`src/rtl/fseq_pkg.sv`:
```
package fseq_pkg;

  // timing-engine phases
  typedef enum logic [2:0] {
    ST_IDLE, ST_SETUP, ST_WLOW, ST_WHIGH, ST_RGAP, ST_RLOW, ST_RHIGH
  } strobe_e;

  // sequencer phases
  typedef enum logic [2:0] {
    TS_IDLE, TS_ISSUE, TS_WAIT, TS_PISSUE, TS_PWAIT
  } seq_e;

  localparam logic [15:0] UNLOCK_ADR_A = 16'h5555;
  localparam logic [15:0] UNLOCK_ADR_B = 16'h2AAA;
  localparam logic [7:0]  UNLOCK_DAT_A = 8'hAA;
  localparam logic [7:0]  UNLOCK_DAT_B = 8'h55;
  localparam logic [7:0]  CMD_PROGRAM  = 8'hA0;
  localparam logic [7:0]  CMD_ERASE_PRE = 8'h80;
  localparam logic [7:0]  CMD_SECTOR   = 8'h30;
  localparam logic [7:0]  CMD_CHIP     = 8'h10;

  // nanoseconds to whole cycles, rounded up, never below one
  function automatic int ns_to_cyc(input int ns, input int clk_ns);
    int c;
    c = (ns + clk_ns - 1) / clk_ns;
    return (c < 1) ? 1 : c;
  endfunction

endpackage

```
`src/rtl/fseq_cmd_table.sv`:
```
module fseq_cmd_table
  import fseq_pkg::*;
#(
  parameter int ADDR_W = 21
) (
  input  logic [1:0]        op_i,
  input  logic [2:0]        step_i,
  input  logic [ADDR_W-1:0] tgt_addr_i,
  input  logic [7:0]        tgt_data_i,
  output logic [ADDR_W-1:0] wr_addr_o,
  output logic [7:0]        wr_data_o,
  output logic              last_o
);

  localparam logic [ADDR_W-1:0] ADR_A = ADDR_W'(UNLOCK_ADR_A);
  localparam logic [ADDR_W-1:0] ADR_B = ADDR_W'(UNLOCK_ADR_B);

  logic is_erase;
  assign is_erase = op_i[1];

  always_comb begin
    wr_addr_o = ADR_A;
    wr_data_o = UNLOCK_DAT_A;
    last_o    = 1'b0;
    case (step_i)
      3'd0: begin
        wr_addr_o = ADR_A;
        wr_data_o = UNLOCK_DAT_A;
      end
      3'd1: begin
        wr_addr_o = ADR_B;
        wr_data_o = UNLOCK_DAT_B;
      end
      3'd2: begin
        wr_addr_o = ADR_A;
        wr_data_o = is_erase ? CMD_ERASE_PRE : CMD_PROGRAM;
      end
      3'd3: begin
        if (!is_erase) begin
          wr_addr_o = tgt_addr_i;
          wr_data_o = tgt_data_i;
          last_o    = 1'b1;
        end
      end
      3'd4: begin
        wr_addr_o = ADR_B;
        wr_data_o = UNLOCK_DAT_B;
      end
      3'd5: begin
        last_o = 1'b1;
        if (op_i[0]) begin
          wr_addr_o = ADR_A;
          wr_data_o = CMD_CHIP;
        end else begin
          wr_addr_o = tgt_addr_i;
          wr_data_o = CMD_SECTOR;
        end
      end
      default: last_o = 1'b1;
    endcase
  end

endmodule

```
`src/rtl/fseq_strobe.sv`:
```
module fseq_strobe
  import fseq_pkg::*;
#(
  parameter int SETUP_CYC   = 1,
  parameter int WE_LOW_CYC  = 5,
  parameter int WE_HIGH_CYC = 2,
  parameter int OE_GAP_CYC  = 1,
  parameter int RD_CYC      = 15
) (
  input  logic       clk,
  input  logic       rst_n,
  input  logic       start_i,
  input  logic       read_i,
  input  logic [7:0] din_i,
  output logic       fin_o,
  output logic [7:0] rd_byte_o,
  output logic       cs_n_o,
  output logic       we_n_o,
  output logic       oe_n_o
);

  localparam int M1    = (SETUP_CYC > WE_LOW_CYC) ? SETUP_CYC : WE_LOW_CYC;
  localparam int M2    = (WE_HIGH_CYC > OE_GAP_CYC) ? WE_HIGH_CYC : OE_GAP_CYC;
  localparam int M3    = (M1 > M2) ? M1 : M2;
  localparam int MAXC  = (M3 > RD_CYC) ? M3 : RD_CYC;
  localparam int CNT_W = $clog2(MAXC + 1);

  strobe_e            st_q, st_nx;
  logic [CNT_W-1:0]   cnt_q, cnt_nx;
  logic               cs_n_q, we_n_q, oe_n_q;
  logic [7:0]         rd_q;
  logic               cap_en;

  function automatic logic [CNT_W-1:0] len_m1(input strobe_e s);
    case (s)
      ST_SETUP: return CNT_W'(SETUP_CYC - 1);
      ST_WLOW:  return CNT_W'(WE_LOW_CYC - 1);
      ST_WHIGH: return CNT_W'(WE_HIGH_CYC - 1);
      ST_RGAP:  return CNT_W'(OE_GAP_CYC - 1);
      ST_RLOW:  return CNT_W'(RD_CYC - 1);
      ST_RHIGH: return CNT_W'(WE_HIGH_CYC - 1);
      default:  return '0;
    endcase
  endfunction

  always_comb begin
    st_nx  = st_q;
    cnt_nx = cnt_q;
    if (st_q == ST_IDLE) begin
      if (start_i) begin
        st_nx  = read_i ? ST_RGAP : ST_SETUP;
        cnt_nx = len_m1(st_nx);
      end
    end else if (cnt_q == '0) begin
      case (st_q)
        ST_SETUP: st_nx = ST_WLOW;
        ST_WLOW:  st_nx = ST_WHIGH;
        ST_RGAP:  st_nx = ST_RLOW;
        ST_RLOW:  st_nx = ST_RHIGH;
        default:  st_nx = ST_IDLE;
      endcase
      cnt_nx = len_m1(st_nx);
    end else begin
      cnt_nx = cnt_q - 1'b1;
    end
  end

  assign fin_o  = ((st_q == ST_WHIGH) || (st_q == ST_RHIGH)) && (cnt_q == '0);
  assign cap_en = (st_q == ST_RLOW) && (cnt_q == '0);

  always_ff @(posedge clk or negedge rst_n) begin
    if (!rst_n) begin
      st_q   <= ST_IDLE;
      cnt_q  <= '0;
      cs_n_q <= 1'b1;
      we_n_q <= 1'b1;
      oe_n_q <= 1'b1;
    end else begin
      st_q   <= st_nx;
      cnt_q  <= cnt_nx;
      cs_n_q <= (st_nx == ST_IDLE);
      we_n_q <= (st_nx != ST_WLOW);
      oe_n_q <= (st_nx != ST_RLOW);
    end
  end

  always_ff @(posedge clk or negedge rst_n) begin
    if (!rst_n)      rd_q <= '0;
    else if (cap_en) rd_q <= din_i;
  end

  assign rd_byte_o = rd_q;
  assign cs_n_o    = cs_n_q;
  assign we_n_o    = we_n_q;
  assign oe_n_o    = oe_n_q;


  strobe_excl_chk: assert property (@(posedge clk) disable iff (!rst_n)
    !(!we_n_q && !oe_n_q));


  we_cs_chk: assert property (@(posedge clk) disable iff (!rst_n)
    !we_n_q |-> !cs_n_q);


  oe_cs_chk: assert property (@(posedge clk) disable iff (!rst_n)
    !oe_n_q |-> !cs_n_q);

endmodule

```
`src/rtl/flash_cmd_seq.sv`:
```
module flash_cmd_seq
  import fseq_pkg::*;
#(
  parameter int ADDR_W     = 21,
  parameter int CLK_NS     = 10,
  parameter int SETUP_NS   = 10,
  parameter int WE_LOW_NS  = 50,
  parameter int WE_HIGH_NS = 20,
  parameter int OE_GAP_NS  = 10,
  parameter int RD_NS      = 150,
  parameter int POLL_MAX   = 1048576
) (
  input  logic              clk,
  input  logic              rst_n,
  input  logic              req_valid,
  output logic              req_ready,
  input  logic [1:0]        req_op,
  input  logic [ADDR_W-1:0] req_addr,
  input  logic [7:0]        req_data,
  output logic              done,
  output logic              err,
  output logic [ADDR_W-1:0] fl_addr,
  output logic [7:0]        fl_dout,
  input  logic [7:0]        fl_din,
  output logic              fl_cs_n,
  output logic              fl_oe_n,
  output logic              fl_we_n
);

  localparam int SETUP_CYC   = ns_to_cyc(SETUP_NS, CLK_NS);
  localparam int WE_LOW_CYC  = ns_to_cyc(WE_LOW_NS, CLK_NS);
  localparam int WE_HIGH_CYC = ns_to_cyc(WE_HIGH_NS, CLK_NS);
  localparam int OE_GAP_CYC  = ns_to_cyc(OE_GAP_NS, CLK_NS);
  localparam int RD_CYC      = ns_to_cyc(RD_NS, CLK_NS);
  localparam int POLL_W      = $clog2(POLL_MAX + 1);
  localparam logic [POLL_W-1:0] POLL_LAST = POLL_W'(POLL_MAX - 1);

  seq_e               st_q, st_nx;
  logic [1:0]         op_q;
  logic [ADDR_W-1:0]  addr_q;
  logic [7:0]         data_q;
  logic [2:0]         step_q, step_nx;
  logic [POLL_W-1:0]  poll_q, poll_nx;
  logic               done_q, done_nx, err_q, err_nx;
  logic [ADDR_W-1:0]  bus_addr_q, bus_addr_nx;
  logic [7:0]         bus_dout_q, bus_dout_nx;
  logic               load_req;
  logic               stb_start, stb_read, stb_fin;
  logic [7:0]         stb_byte;
  logic [ADDR_W-1:0]  tbl_addr;
  logic [7:0]         tbl_data;
  logic               tbl_last;
  logic               exp_bit7;

  fseq_cmd_table #(.ADDR_W(ADDR_W)) u_table (
    .op_i       (op_q),
    .step_i     (step_q),
    .tgt_addr_i (addr_q),
    .tgt_data_i (data_q),
    .wr_addr_o  (tbl_addr),
    .wr_data_o  (tbl_data),
    .last_o     (tbl_last)
  );

  fseq_strobe #(
    .SETUP_CYC   (SETUP_CYC),
    .WE_LOW_CYC  (WE_LOW_CYC),
    .WE_HIGH_CYC (WE_HIGH_CYC),
    .OE_GAP_CYC  (OE_GAP_CYC),
    .RD_CYC      (RD_CYC)
  ) u_strobe (
    .clk       (clk),
    .rst_n     (rst_n),
    .start_i   (stb_start),
    .read_i    (stb_read),
    .din_i     (fl_din),
    .fin_o     (stb_fin),
    .rd_byte_o (stb_byte),
    .cs_n_o    (fl_cs_n),
    .we_n_o    (fl_we_n),
    .oe_n_o    (fl_oe_n)
  );

  // erase completes when the array reads back as ones
  assign exp_bit7 = op_q[1] ? 1'b1 : data_q[7];

  always_comb begin
    st_nx       = st_q;
    step_nx     = step_q;
    poll_nx     = poll_q;
    done_nx     = 1'b0;
    err_nx      = 1'b0;
    load_req    = 1'b0;
    bus_addr_nx = bus_addr_q;
    bus_dout_nx = bus_dout_q;
    stb_start   = 1'b0;
    stb_read    = 1'b0;
    case (st_q)
      TS_IDLE: begin
        if (req_valid) begin
          load_req = 1'b1;
          step_nx  = '0;
          poll_nx  = '0;
          st_nx    = TS_ISSUE;
        end
      end
      TS_ISSUE: begin
        stb_start   = 1'b1;
        bus_addr_nx = tbl_addr;
        bus_dout_nx = tbl_data;
        st_nx       = TS_WAIT;
      end
      TS_WAIT: begin
        if (stb_fin) begin
          if (tbl_last) begin
            st_nx = TS_PISSUE;
          end else begin
            step_nx = step_q + 3'd1;
            st_nx   = TS_ISSUE;
          end
        end
      end
      TS_PISSUE: begin
        stb_start   = 1'b1;
        stb_read    = 1'b1;
        bus_addr_nx = addr_q;
        st_nx       = TS_PWAIT;
      end
      TS_PWAIT: begin
        if (stb_fin) begin
          if (stb_byte[7] == exp_bit7) begin
            done_nx = 1'b1;
            st_nx   = TS_IDLE;
          end else if (poll_q == POLL_LAST) begin
            err_nx = 1'b1;
            st_nx  = TS_IDLE;
          end else begin
            poll_nx = poll_q + 1'b1;
            st_nx   = TS_PISSUE;
          end
        end
      end
      default: st_nx = TS_IDLE;
    endcase
  end

  always_ff @(posedge clk or negedge rst_n) begin
    if (!rst_n) begin
      st_q       <= TS_IDLE;
      step_q     <= '0;
      poll_q     <= '0;
      done_q     <= 1'b0;
      err_q      <= 1'b0;
      bus_addr_q <= '0;
      bus_dout_q <= '0;
    end else begin
      st_q       <= st_nx;
      step_q     <= step_nx;
      poll_q     <= poll_nx;
      done_q     <= done_nx;
      err_q      <= err_nx;
      bus_addr_q <= bus_addr_nx;
      bus_dout_q <= bus_dout_nx;
    end
  end

  always_ff @(posedge clk or negedge rst_n) begin
    if (!rst_n) begin
      op_q   <= '0;
      addr_q <= '0;
      data_q <= '0;
    end else if (load_req) begin
      op_q   <= req_op;
      addr_q <= req_addr;
      data_q <= req_data;
    end
  end

  assign req_ready = (st_q == TS_IDLE);
  assign done      = done_q;
  assign err       = err_q;
  assign fl_addr   = bus_addr_q;
  assign fl_dout   = bus_dout_q;


  done_pulse_chk: assert property (@(posedge clk) disable iff (!rst_n)
    done |=> !done);


  err_pulse_chk: assert property (@(posedge clk) disable iff (!rst_n)
    err |=> !err);


  done_err_excl_chk: assert property (@(posedge clk) disable iff (!rst_n)
    !(done && err));


  busy_ready_chk: assert property (@(posedge clk) disable iff (!rst_n)
    (req_valid && req_ready) |=> !req_ready);


  we_hold_chk: assert property (@(posedge clk) disable iff (!rst_n)
    (!fl_we_n && $past(!fl_we_n)) |-> ($stable(fl_addr) && $stable(fl_dout)));


  we_setup_chk: assert property (@(posedge clk) disable iff (!rst_n)
    $fell(fl_we_n) |-> ($stable(fl_addr) && $stable(fl_dout)));


  poll_addr_chk: assert property (@(posedge clk) disable iff (!rst_n)
    !fl_oe_n |-> (fl_addr == addr_q));

endmodule

```
`config.mk`:
```
export PLATFORM = sky130hd
export DESIGN_NAME = flash_cmd_seq
export DESIGN_NICKNAME = d
export VERILOG_FILES = /design/src/rtl/fseq_pkg.sv /design/src/rtl/fseq_cmd_table.sv /design/src/rtl/fseq_strobe.sv /design/src/rtl/flash_cmd_seq.sv
export SDC_FILE = /design/constraint.sdc
export NUM_CORES = 1
export LEC_CHECK = 0
export ABC_AREA = 1
export BUFFER_PORTS_ARGS = -buffer_cell sky130_fd_sc_hd__buf_2
export CAP_MARGIN = 20
export CORE_MARGIN = 2
export CORE_UTILIZATION = 50
export CTS_CLUSTER_SIZE = 20
export DETAILED_ROUTE_END_ITERATION = 6
export PLACE_DENSITY = 0.74
export SLEW_MARGIN = 20
export SYNTH_ARGS = -nofsm -noshare
export SYNTH_HDL_FRONTEND = slang
export SYNTH_SLANG_ARGS = --single-unit
```
`constraint.sdc`:
```
create_clock -name clk -period 1.75 [get_ports clk]
set_clock_uncertainty 0.05 [all_clocks]
set_input_delay 0.525 -clock clk [delete_from_list [all_inputs] [get_ports clk]]
set_output_delay 0.525 -clock clk [all_outputs]
set_load 0.01 [all_outputs]
```
; Yosys cells after proc, flatten, opt, wreduce, memory -nomap -nowiden
; Cells that the tools add are included.
[totals]
regBits = 107
latch_bits = 0
ram_bits = 0
romBits = 0
output_inout_bits = 35
wordCells = 122
n_memories = 0
[op_classes]
n_addsub = 3
multipliers = 0
n_div = 0
magnitude_cmp = 0
eq_ne = 34
shifts = 0
mux = 50
n_bitwise = 0
n_reduce_logical = 19
[op_table]
columns = op, count
row1 = $mux W21, 6
row2 = $pmux W21 S2, 2
row3 = $pmux W21 S3, 1
row4 = $mux W3, 12
row5 = $pmux W8 S4, 1
row6 = $eq A3 B2 Y1 const B, 10
row7 = $eq A3 B3 Y1 const B, 10
row8 = $pmux W4 S3, 2
row9 = $add A21 B1 Y21 const B, 1
row10 = $eq A21 B20 Y1 const B, 1
row11 = $pmux W3 S5, 1
row12 = $ne A2 B2 Y1 const B, 7
row13 = $mux W1, 13
row14 = $logic_not A3 Y1, 4
row15 = $mux W4, 3
row16 = $mux W6, 2
row17 = $pmux W3 S4, 1
row18 = $eq A3 B1 Y1 const B, 3
row19 = $mux W8, 1
row20 = $reduce_or A2 Y1, 4
row21 = $mux W2, 3
row22 = $pmux W3 S2, 1
row23 = $reduce_bool A2 Y1, 3
row24 = $reduce_and A5 Y1, 1
row25 = 12 further kinds, 13

; Longest topological paths before layout
; Gate-level depths: netlist of the first run.
[depth]
depth_word = 9
depth_mapped = 12
depth_no_buf = 12

; Hierarchy
; Synthesis of the first run repeated with hierarchy kept, for this count alone.
[unflattened]
cells_unflattened = 741
hier_area_um2 = 5788.1
[by_module_without_submodules]
columns = mod, instances, cells_per_inst, area_each_um2
row1 = flash_cmd_seq, 1, 478, 4172.8
row2 = fseq_strobe, 1, 112, 943.4
row3 = fseq_cmd_table, 1, 151, 671.9

; Worst setup path before layout of the first run
; Ideal clock, no wire load.
[synth_timing]
path_kind = reg-to-reg
start = reg u_strobe.cnt_q[0]
end = reg poll_q[17]
setup_time_ns = 0.127
arrival_ns = 1.538
setup_slack_ns = 0.035
stages_incl_launch_ff = 13
n_path_buf = 1
period_less_slack_ns = 1.715
path_cell_list = dfrtp_1 -> inv_1 -> ha_1 -> nand2_1 -> nor2_4 -> nand3_2 -> nand2_1 -> nand2_1 -> inv_2 -> nand2_4 -> buf_6 -> nand2_1 -> o21ai_0
[synth_between]
elab_chain_cells = 4
[synth_rtl]
columns = item, line_no
row1 = "start, declared", fseq_strobe.sv:29  ; logic [CNT_W-1:0] cnt_q, cnt_nx;
row2 = "start signal, assigned", fseq_strobe.sv:80  ; cnt_q <= cnt_nx;
row3 = $logic_not A4 Y1, fseq_strobe.sv:68  ; assign fin_o = ((st_q == ST_WHIGH) || (st_q == ST_RHIGH)) && (cnt_q == '0);
row4 = $logic_and A1 B1 Y1, fseq_strobe.sv:68
row5 = $ne A2 B2 Y1 (no source line), -
row6 = $reduce_and A5 Y1 (no source line), -
row7 = "end signal, assigned", flash_cmd_seq.sv:159  ; poll_q <= poll_nx;
row8 = "end, declared", flash_cmd_seq.sv:43  ; logic [POLL_W-1:0] poll_q, poll_nx;
; No other way between the ends.
; A chain may end at the register's enable or synchronous reset.

; Worst setup path after layout of the first run
[layout_timing]
start = reg st_q[1]
end = out req_ready
[layout_between]
elab_chain_cells = 1
[layout_rtl]
columns = item, line_no
row1 = "start, declared", flash_cmd_seq.sv:38  ; seq_e st_q, st_nx;
row2 = "start signal, assigned", flash_cmd_seq.sv:157  ; st_q <= st_nx;
row3 = $logic_not A3 Y1, flash_cmd_seq.sv:179  ; assign req_ready = (st_q == TS_IDLE);
row4 = "end, declared", flash_cmd_seq.sv:16  ; output logic req_ready,
; No other way between the ends.

==> results.md, run 1 <==
- Diodes inserted: 0
- Clk buf depth: 2
- Hold WC Path Type: input port to asynchronous set/reset pin
- Clock transition at the registers of the reported paths: 0.10 ns
- DRT iter0 DRCs: 224
- Arrival @ worst endpoint: 1.17 ns
- Fin cells: 867
- Critical path peak fanout: 2
- Final critical-path required period: 1.747 ns
- Share of layout cells above drive strength 1: 32.97%
- Post-CTS Hold Fix Bufs: 0
- Max Clk Rate: 572.5 MHz
- Clk root buf: clkbuf_8
- Post-synth EDFFs: 0
- Post-route cell area: 0.006429 mm²
- Most frequent cell after synthesis: nand2_1
- Mapped Avg Cell Area: 8.505 µm²
- Gr ovfl total: 0
- First-pass detailed-route iteration total: 5
- Reported net switching power: 911.5 µW
- Post-Synthesis Cells: 603
- GPL Wtd Cong: 0.8777
- DP Area: 0.005977 mm²
- Worst-margin pin slew: 0.4149 ns
- Vias in the first global route: 4,647
- # setup viols final: 0
- Clk sinks: 100
- Yosys cell types: 37
- Rows: 36
- Post-synth top area cell: dfrtp_1
- Run status: finished, final reports clean
- DP HPWL: 9.010 mm
- DR DRC count: 0
- Die Y: 105.3 µm
- Critical Path Start Type: flip-flop
- Inst Count DP: 838
- Slowest-stage cell, CP: dfrtp_1
- Max-cap violations: 0
- Initial antenna violation count: 0
- Starting Density: 51.99%
- Post-synth top area share: 47.33%
- P&R area growth vs syn: 25.35%
- Htree depth: 3
- Synth warnings: 0
- CTS tree: built
- Commonest cells in the netlist: nand2_1 (156), dfrtp_1 (97), nor2_1 (69)
- Post-synth ARST share: 100.0%
- Die W: 105.3 µm
- Seq cells post-synth: 100
- Area of the core: 0.009864 mm²
- Final hold vios: 0
- Vias per std cell: 5.315
- Port bufs: 69
- Static Leak: 3.271 nW
- RSZ-0062 raised after global routing: true
- FILL cells: 820
- Final Cycle Share: 99.80%
- Sum Neg Setup Slack: 0 ns
- Seq pwr share: 61.0%
- Top FF cell, synth: dfrtp_1
- Worst setup EP type: primary output
- # IOs: 77
- WS Path Type: flip-flop to primary output
- WL per Instance: 14.58 µm
- Clock share of power: 36.4%
- First-pass GRT wire length: 21.31 mm
- Largest net degree at the start of global routing: 34
- Combinational Power Share: 2.6%
- Later-pin clock latency in the skew report: 0.38 ns
- Cell area after synthesis: 0.005129 mm²
- Critical-path cell list: inv_2 > nand2_4 > nor2_4 > buf_6
- Total number of vias: 4,608
- Die ar.: 0.01108 mm²
- CTS Buf Count: 9
- Seq/Total Area, Yosys: 48.87%
- Slew headroom: 72.34%
- Power Internal: 2.877 mW
- Final nets: 778
- WL final: 12.64 mm
- Overall routing resource usage: 23.84%
- Max Transition Viols Final: 0
- Net Sw Frac: 24.06%
- Final ANT Viol Nets: 0
- Area contributors post-synth: dfrtp_1 (47%), nand2_1 (11%), mux2_2 (6.8%), o21ai_0 (5.9%), nor2_1 (5.1%)
- Cell family with the largest share of critical-path delay: flip-flops
- Worst Path Buf+Inv: 2
- Max VDD drop: 0.0004173 V
- Synth Net Count: 652
- Crit path largest cell delay: 0.41 ns
- Worst EP required: 1.17 ns
- Power Density: 589.3 mW/mm²
-- worst reg2reg max path, stage by stage, from the launching register on --
cell     delay (ns)
dfrtp_1        0.43
ha_2           0.22
ha_4           0.17
inv_4          0.06
nor2_4         0.05
buf_12         0.14
buf_4          0.13
o21ai_0        0.16
nand2_1        0.09
nand2_1        0.07
a21oi_1        0.06
-- state kept, by name, indices dropped and copies added (netlist names) --
name,flops
u_strobe.oe_n_o,1
step_q,3
err,1
fl_dout,8
poll_q,21
st_q,3
u_strobe.cnt_q,4
u_strobe.cs_n_o,1
done,1
u_strobe.we_n_o,1
addr_q,21
u_strobe.rd_byte_o,1
fl_addr,21
u_strobe.st_q,3
data_q,8
op_q,2
-- cells in the final DEF, fill, tap and decap left out, types with 14 or more instances in the layout --
| master | n |
|---|---|
| o21ai_0 | 49 |
| buf_4 | 55 |
| inv_1 | 26 |
| nand3_1 | 40 |
| a21oi_1 | 14 |
| nand2_1 | 150 |
| mux2_2 | 31 |
| nor2_1 | 65 |
| dfrtp_1 | 97 |
| buf_2 | 67 |
-- power by group through the flow --
| stage | Combinational, mW | Sequential, mW | Clock (mW) |
|---|---|---|---|
| 2_1_floorplan | 0.00274 | 2.36 | 0 |
| 3_3_place_gp | 0.0973 | 2.36 | 0 |
| 3_5_place_dp | 0.101 | 2.36 | 0 |
| 4_1_cts | 0.101 | 2.31 | 1.41 |
| 5_1_grt | 0.112 | 2.31 | 1.51 |
| 6_report | 0.0976 | 2.31 | 1.38 |
-- per-stage QoR --
stage          hold slack, ns  utilization (%)  setup slack [ns]  power [mW]
6_report              0.01619            65.17          0.003419       3.788
5_1_grt               0.02777            65.17          -0.06672       3.935
4_1_cts               0.01813            62.95         -0.005839       3.822
3_5_place_dp           0.4064            60.59           -0.1672       2.458
3_3_place_gp           0.4038            60.59           -0.1059       2.453
2_1_floorplan          0.1794                -           0.03543       2.360
-- cell families (layout without fill, tap and decap cells) --
| group | after synthesis | count (layout) | synth area share [%] |
|---|---|---|---|
| buf+inv | 58 | 189 | 4.855 |
| flops | 100 | 100 | 48.87 |
| compound gates | 104 | 104 | 11.69 |
| simple gates | 291 | 291 | 24.03 |
| mux | 31 | 31 | 6.806 |
| xor+xnor | 12 | 12 | 2.049 |
| fa+ha+maj | 7 | 7 | 1.708 |
-- cell type report --
| type | instances | area, µm² | area share, % |
|---|---|---|---|
| flip-flops and latches | 100 | 2506 | 38.98 |
| clock inverters | 6 | 50.05 | 0.7785 |
| inverters | 40 | 157.7 | 2.452 |
| well taps | 133 | 166.4 | 2.589 |
| clock buffers | 10 | 127.6 | 1.985 |
| repair buffers | 133 | 915.9 | 14.25 |
| multi-input cells | 445 | 2505 | 38.96 |
-- path summary, 6_finish.rpt --
path / cells after the start / slack, ns / from / endpoint
min in group clk: 2 / 0.32 / req_data[2] / data_q[2]$_DFFE_PN0P_
worst min register to register: 2 / 0.44 / poll_q[20]$_DFFE_PN0P_ / poll_q[20]$_DFFE_PN0P_
max in group asynchronous: 2 / 1.08 / rst_n / addr_q[8]$_DFFE_PN0P_
worst max-delay path: 4 / 0.003 / st_q[1]$_DFFE_PN0P_ / req_ready
worst min-delay path: 1 / 0.02 / rst_n / addr_q[12]$_DFFE_PN0P_
worst max register to register: 10 / 0.03 / step_q[1]$_DFFE_PN0P_ / fl_addr[9]$_DFFE_PN0N_
-- timing repair --
action	4_1_cts	5_1_grt
setup buffers	2	12
setup endpoints to repair	31	46
pin swaps	1	15
gates resized for setup	12	45
-- layer usage --
metal | GRT usage (%) | wire, µm | vias to the layer above
met5 | 0 | 0 | -
met4 | 9.429 | 280 | 0
met3 | 5.071 | 637 | 30
met2 | 39.72 | 6285 | 152
met1 | 30.37 | 5435 | 2185
li1 | - | - | 2241
No activity file was read; power rests on OpenSTA's default activity.
==> run 2, diff against run 1 <==
ABC_AREA = default   (was 1)
PLACE_DENSITY = 0.75   (was 0.74)
==> results.md, run 2 <==
- Rows: 35 (-2.8%)
- GPL Wtd Cong: 0.8920 (+1.6%)
- Cell area after synthesis: 0.004695 mm² (-8.5%)
- First-pass GRT wire length: 19.90 mm (-6.6%)
- Post-synth top area cell: dfrtp_1
- # IOs: 77 (unchanged)
- Seq cells post-synth: 100 (unchanged)
- WL final: 12.68 mm (+0.33%)
- WS Path Type: flip-flop to flip-flop
- CTS tree: built
- PnR worst setup slack: -0.2884 ns (-0.2918 ns)
- Max Clk Rate: 490.6 MHz (-14%)
- Met1 WL: 5.322 mm (-2.1%)
- Pwr Total: 4.006 mW (+5.7%)
- Power Density: 613.1 mW/mm² (+4.0%)
- P&R area growth vs syn: 39.18%
- Synth Net Count: 563 (-14%)
- Commonest cells in the netlist: nand2_1 (132), dfrtp_1 (97), a21oi_1 (38), nor2_1 (38), o21ai_0 (28)
- Post-route cell area: 0.006534 mm² (+1.6%)
- Run status: finished with violations
- Initial antenna violation count: 0 (unchanged)
- WL per Instance: 16.20 µm (+11%)
- Net Sw Frac: 23.20% (-0.86 points)
- Seq pwr share: 57.7% (-3.3 points)
- Final critical-path required period: 2.038 ns (+0.2918 ns)
- CTS Buf Count: 9 (unchanged)
- Met2 wire length: 6.577 mm (+4.6%)
- Min Hold Slack: 0.1160 ns (+0.09977 ns)
- Die W: 100.9 µm (-4.2%)
- Worst EP required: 2.02 ns (+0.85 ns)
- Most frequent cells in the layout: nand2_1 (129), dfrtp_1 (97), buf_4 (74)
- Final nets: 715 (-8.1%)
- DR DRC count: 0 (unchanged)
- Clock share of power: 40.0% (+3.6 points)
- Power Internal: 3.077 mW (+6.9%)
- Worst-margin pin slew: 0.5464 ns (+0.1315 ns)
- Post-synth ARST share: 100.0% (unchanged)
- Clk buf depth: 2 (unchanged)
- Share of layout cells above drive strength 1: 39.79% (+6.8 points)
- Clk sinks: 100 (unchanged)
- DP Worst Slack: -0.2476 ns (-0.08039 ns)
- First-pass detailed-route iteration total: 4 (-1)
- Yosys cell types: 61 (+65%)
- DP Area: 0.005751 mm² (-3.8%)
- Die Y: 100.9 µm (-4.2%)
- Htree depth: 3 (unchanged)
- Max Transition Viols Final: 0 (unchanged)
- # setup viols final: 27 (+27)
- Critical path peak fanout: 8 (+6)
- Final Cycle Share: 116.5% (+17 points)
- Gr ovfl total: 0 (unchanged)
- Commonest non-fill, non-tap cell in the layout: nand2_1
- Failing checks: negative setup slack
- Synth warnings: 0 (unchanged)
- Final hold vios: 0 (unchanged)
- DRT iter0 DRCs: 225 (+0.45%)
- RSZ-0062 raised after global routing: true
- Max VDD drop: 0.0006819 V (+63%)
- Later-pin clock latency in the skew report: 0.39 ns (about the same)
- Arrival @ worst endpoint: 2.31 ns (+1.14 ns)
- Static Leak: 3.265 nW (-0.17%)
- Vias in the first global route: 4,324 (-7.0%)
- Seq/Total Area, Yosys: 53.38% (+4.5 points)
- Hold WC Path Type: input port to asynchronous set/reset pin
- DP HPWL: 7.944 mm (-12%)
- Post-synth EDFFs: 0 (unchanged)
- Worst setup EP type: flip-flop
- Critical Path Start Type: flip-flop
- Vias per std cell: 5.576 (+4.9%)
- Overall routing resource usage: 24.57% (+0.72 points)
- Die ar.: 0.01018 mm² (-8.2%)
- Top FF cell, synth: dfrtp_1
- Clk root buf: clkbuf_8
- Starting Density: 51.29% (-0.70 points)
- Max-cap violations: 0 (unchanged)
- Final ANT Viol Nets: 0 (unchanged)
- Port bufs: 69 (unchanged)
- Slew headroom: 63.50% (-8.8 points)
- Post-CTS Hold Fix Bufs: 0 (unchanged)
- Total number of vias: 4,366 (-5.3%)
- Met3 WL post-DR: 548 µm (-14%)
- Clock transition at the registers of the reported paths: 0.11 ns (about the same)
- Top layer in use: met4
- Mapped Avg Cell Area: 9.133 µm² (+7.4%)
- Post-Synthesis Cells: 514 (-15%)
- Area of the core: 0.009153 mm² (-7.2%)
- Most frequent cell after synthesis: nand2_1
- Largest net degree at the start of global routing: 101 (+200%)
- Area contributors post-synth: dfrtp_1 (52%), nand2_1 (11%), a21oi_1 (4.1%), nor2_1 (3.0%), o21ai_0 (3.0%)
- Combinational Power Share: 2.3% (-0.3 points)
- Reported net switching power: 929.2 µW (+1.9%)
- Post-synth top area share: 51.71% (+4.4 points)
-- run 2: repair_timing --
| action | CTS | global route |
|---|---|---|
| pin swaps | 13 | 49 |
| buffers inserted | 10 | 10 |
| cloned | 1 | 0 |
| endpoints found under the setup margin | 53 | 60 |
| resized for setup | 37 | 77 |
-- run 2: critical path, cell delays in order, from the launching register on --
cell       delay (ns)
dfrtp_1          0.40
inv_2            0.09
ha_4             0.13
and4bb_2         0.27
and2_4           0.20
buf_12           0.11
o2111ai_4        0.16
or3_4            0.44
a21oi_2          0.12
-- run 2: path summary, 6_finish.rpt --
| check | from | to | slack (ns) | cells past startpoint |
|---|---|---|---|---|
| min in group clk | req_addr[18] | addr_q[18]$_DFFE_PN0P_ | 0.28 | 3 |
| worst max register to register | u_strobe.cnt_q[0]$_DFFE_PN0P_ | poll_q[13]$_DFFE_PN0P_ | -0.29 | 8 |
| max in group asynchronous | rst_n | poll_q[14]$_DFFE_PN0P_ | 1.12 | 2 |
| worst min register to register | addr_q[9]$_DFFE_PN0P_ | addr_q[9]$_DFFE_PN0P_ | 0.43 | 2 |
| worst min-delay path | rst_n | u_strobe.cnt_q[1]$_DFFE_PN0P_ | 0.12 | 2 |
| worst max-delay path | u_strobe.cnt_q[0]$_DFFE_PN0P_ | poll_q[13]$_DFFE_PN0P_ | -0.29 | 8 |
-- run 2: routing by layer --
metal / vias up / global-route usage [%]
met4: 0 / 8.836
li1: 2097 / -
met2: 109 / 42.05
met1: 2139 / 30.83
met5: - / 0
met3: 21 / 5.201
-- run 2: area by class of cell --
cell class / instances / area, µm²
inverters: 14 / 60.06
repair buffers: 165 / 1191
multi-input cells: 376 / 2420
fillers: 644 / 2619
flip-flops and latches: 100 / 2506
well taps: 111 / 138.9
clock inverters: 6 / 77.57
diodes: 1 / 2.502
clock buffers: 10 / 137.6
-- run 2: through the flow --
stage          TNS (ns)  util (%)  cells
2_1_floorplan    -1.998         -    514
3_3_place_gp     -2.757     62.83    749
3_5_place_dp     -3.997     62.83    749
4_1_cts          -3.732     67.63    776
5_1_grt          -9.051     71.36    782
6_report         -5.103     71.39    783
-- run 2: cell families after synthesis --
kind of cell / count (synthesis) / synth area share (%)
and+or+nand+nor: 240 / 23.53
muxes: 6 / 1.306
xor gates and xnor gates: 2 / 0.3732
adders and majority gates: 7 / 1.866
buffers and inverters: 39 / 3.465
AOI/OAI and AO/OA: 120 / 16.07
DFF: 100 / 53.38
-- run 2: power groups by stage --
| stage | combinational, mW | clock [mW] | sequential [mW] |
|---|---|---|---|
| 2_1_floorplan | 0.00366 | 0 | 2.36 |
| 3_3_place_gp | 0.0960 | 0 | 2.36 |
| 3_5_place_dp | 0.0957 | 0 | 2.36 |
| 4_1_cts | 0.0963 | 1.63 | 2.31 |
| 5_1_grt | 0.107 | 1.71 | 2.31 |
| 6_report | 0.0936 | 1.60 | 2.31 |
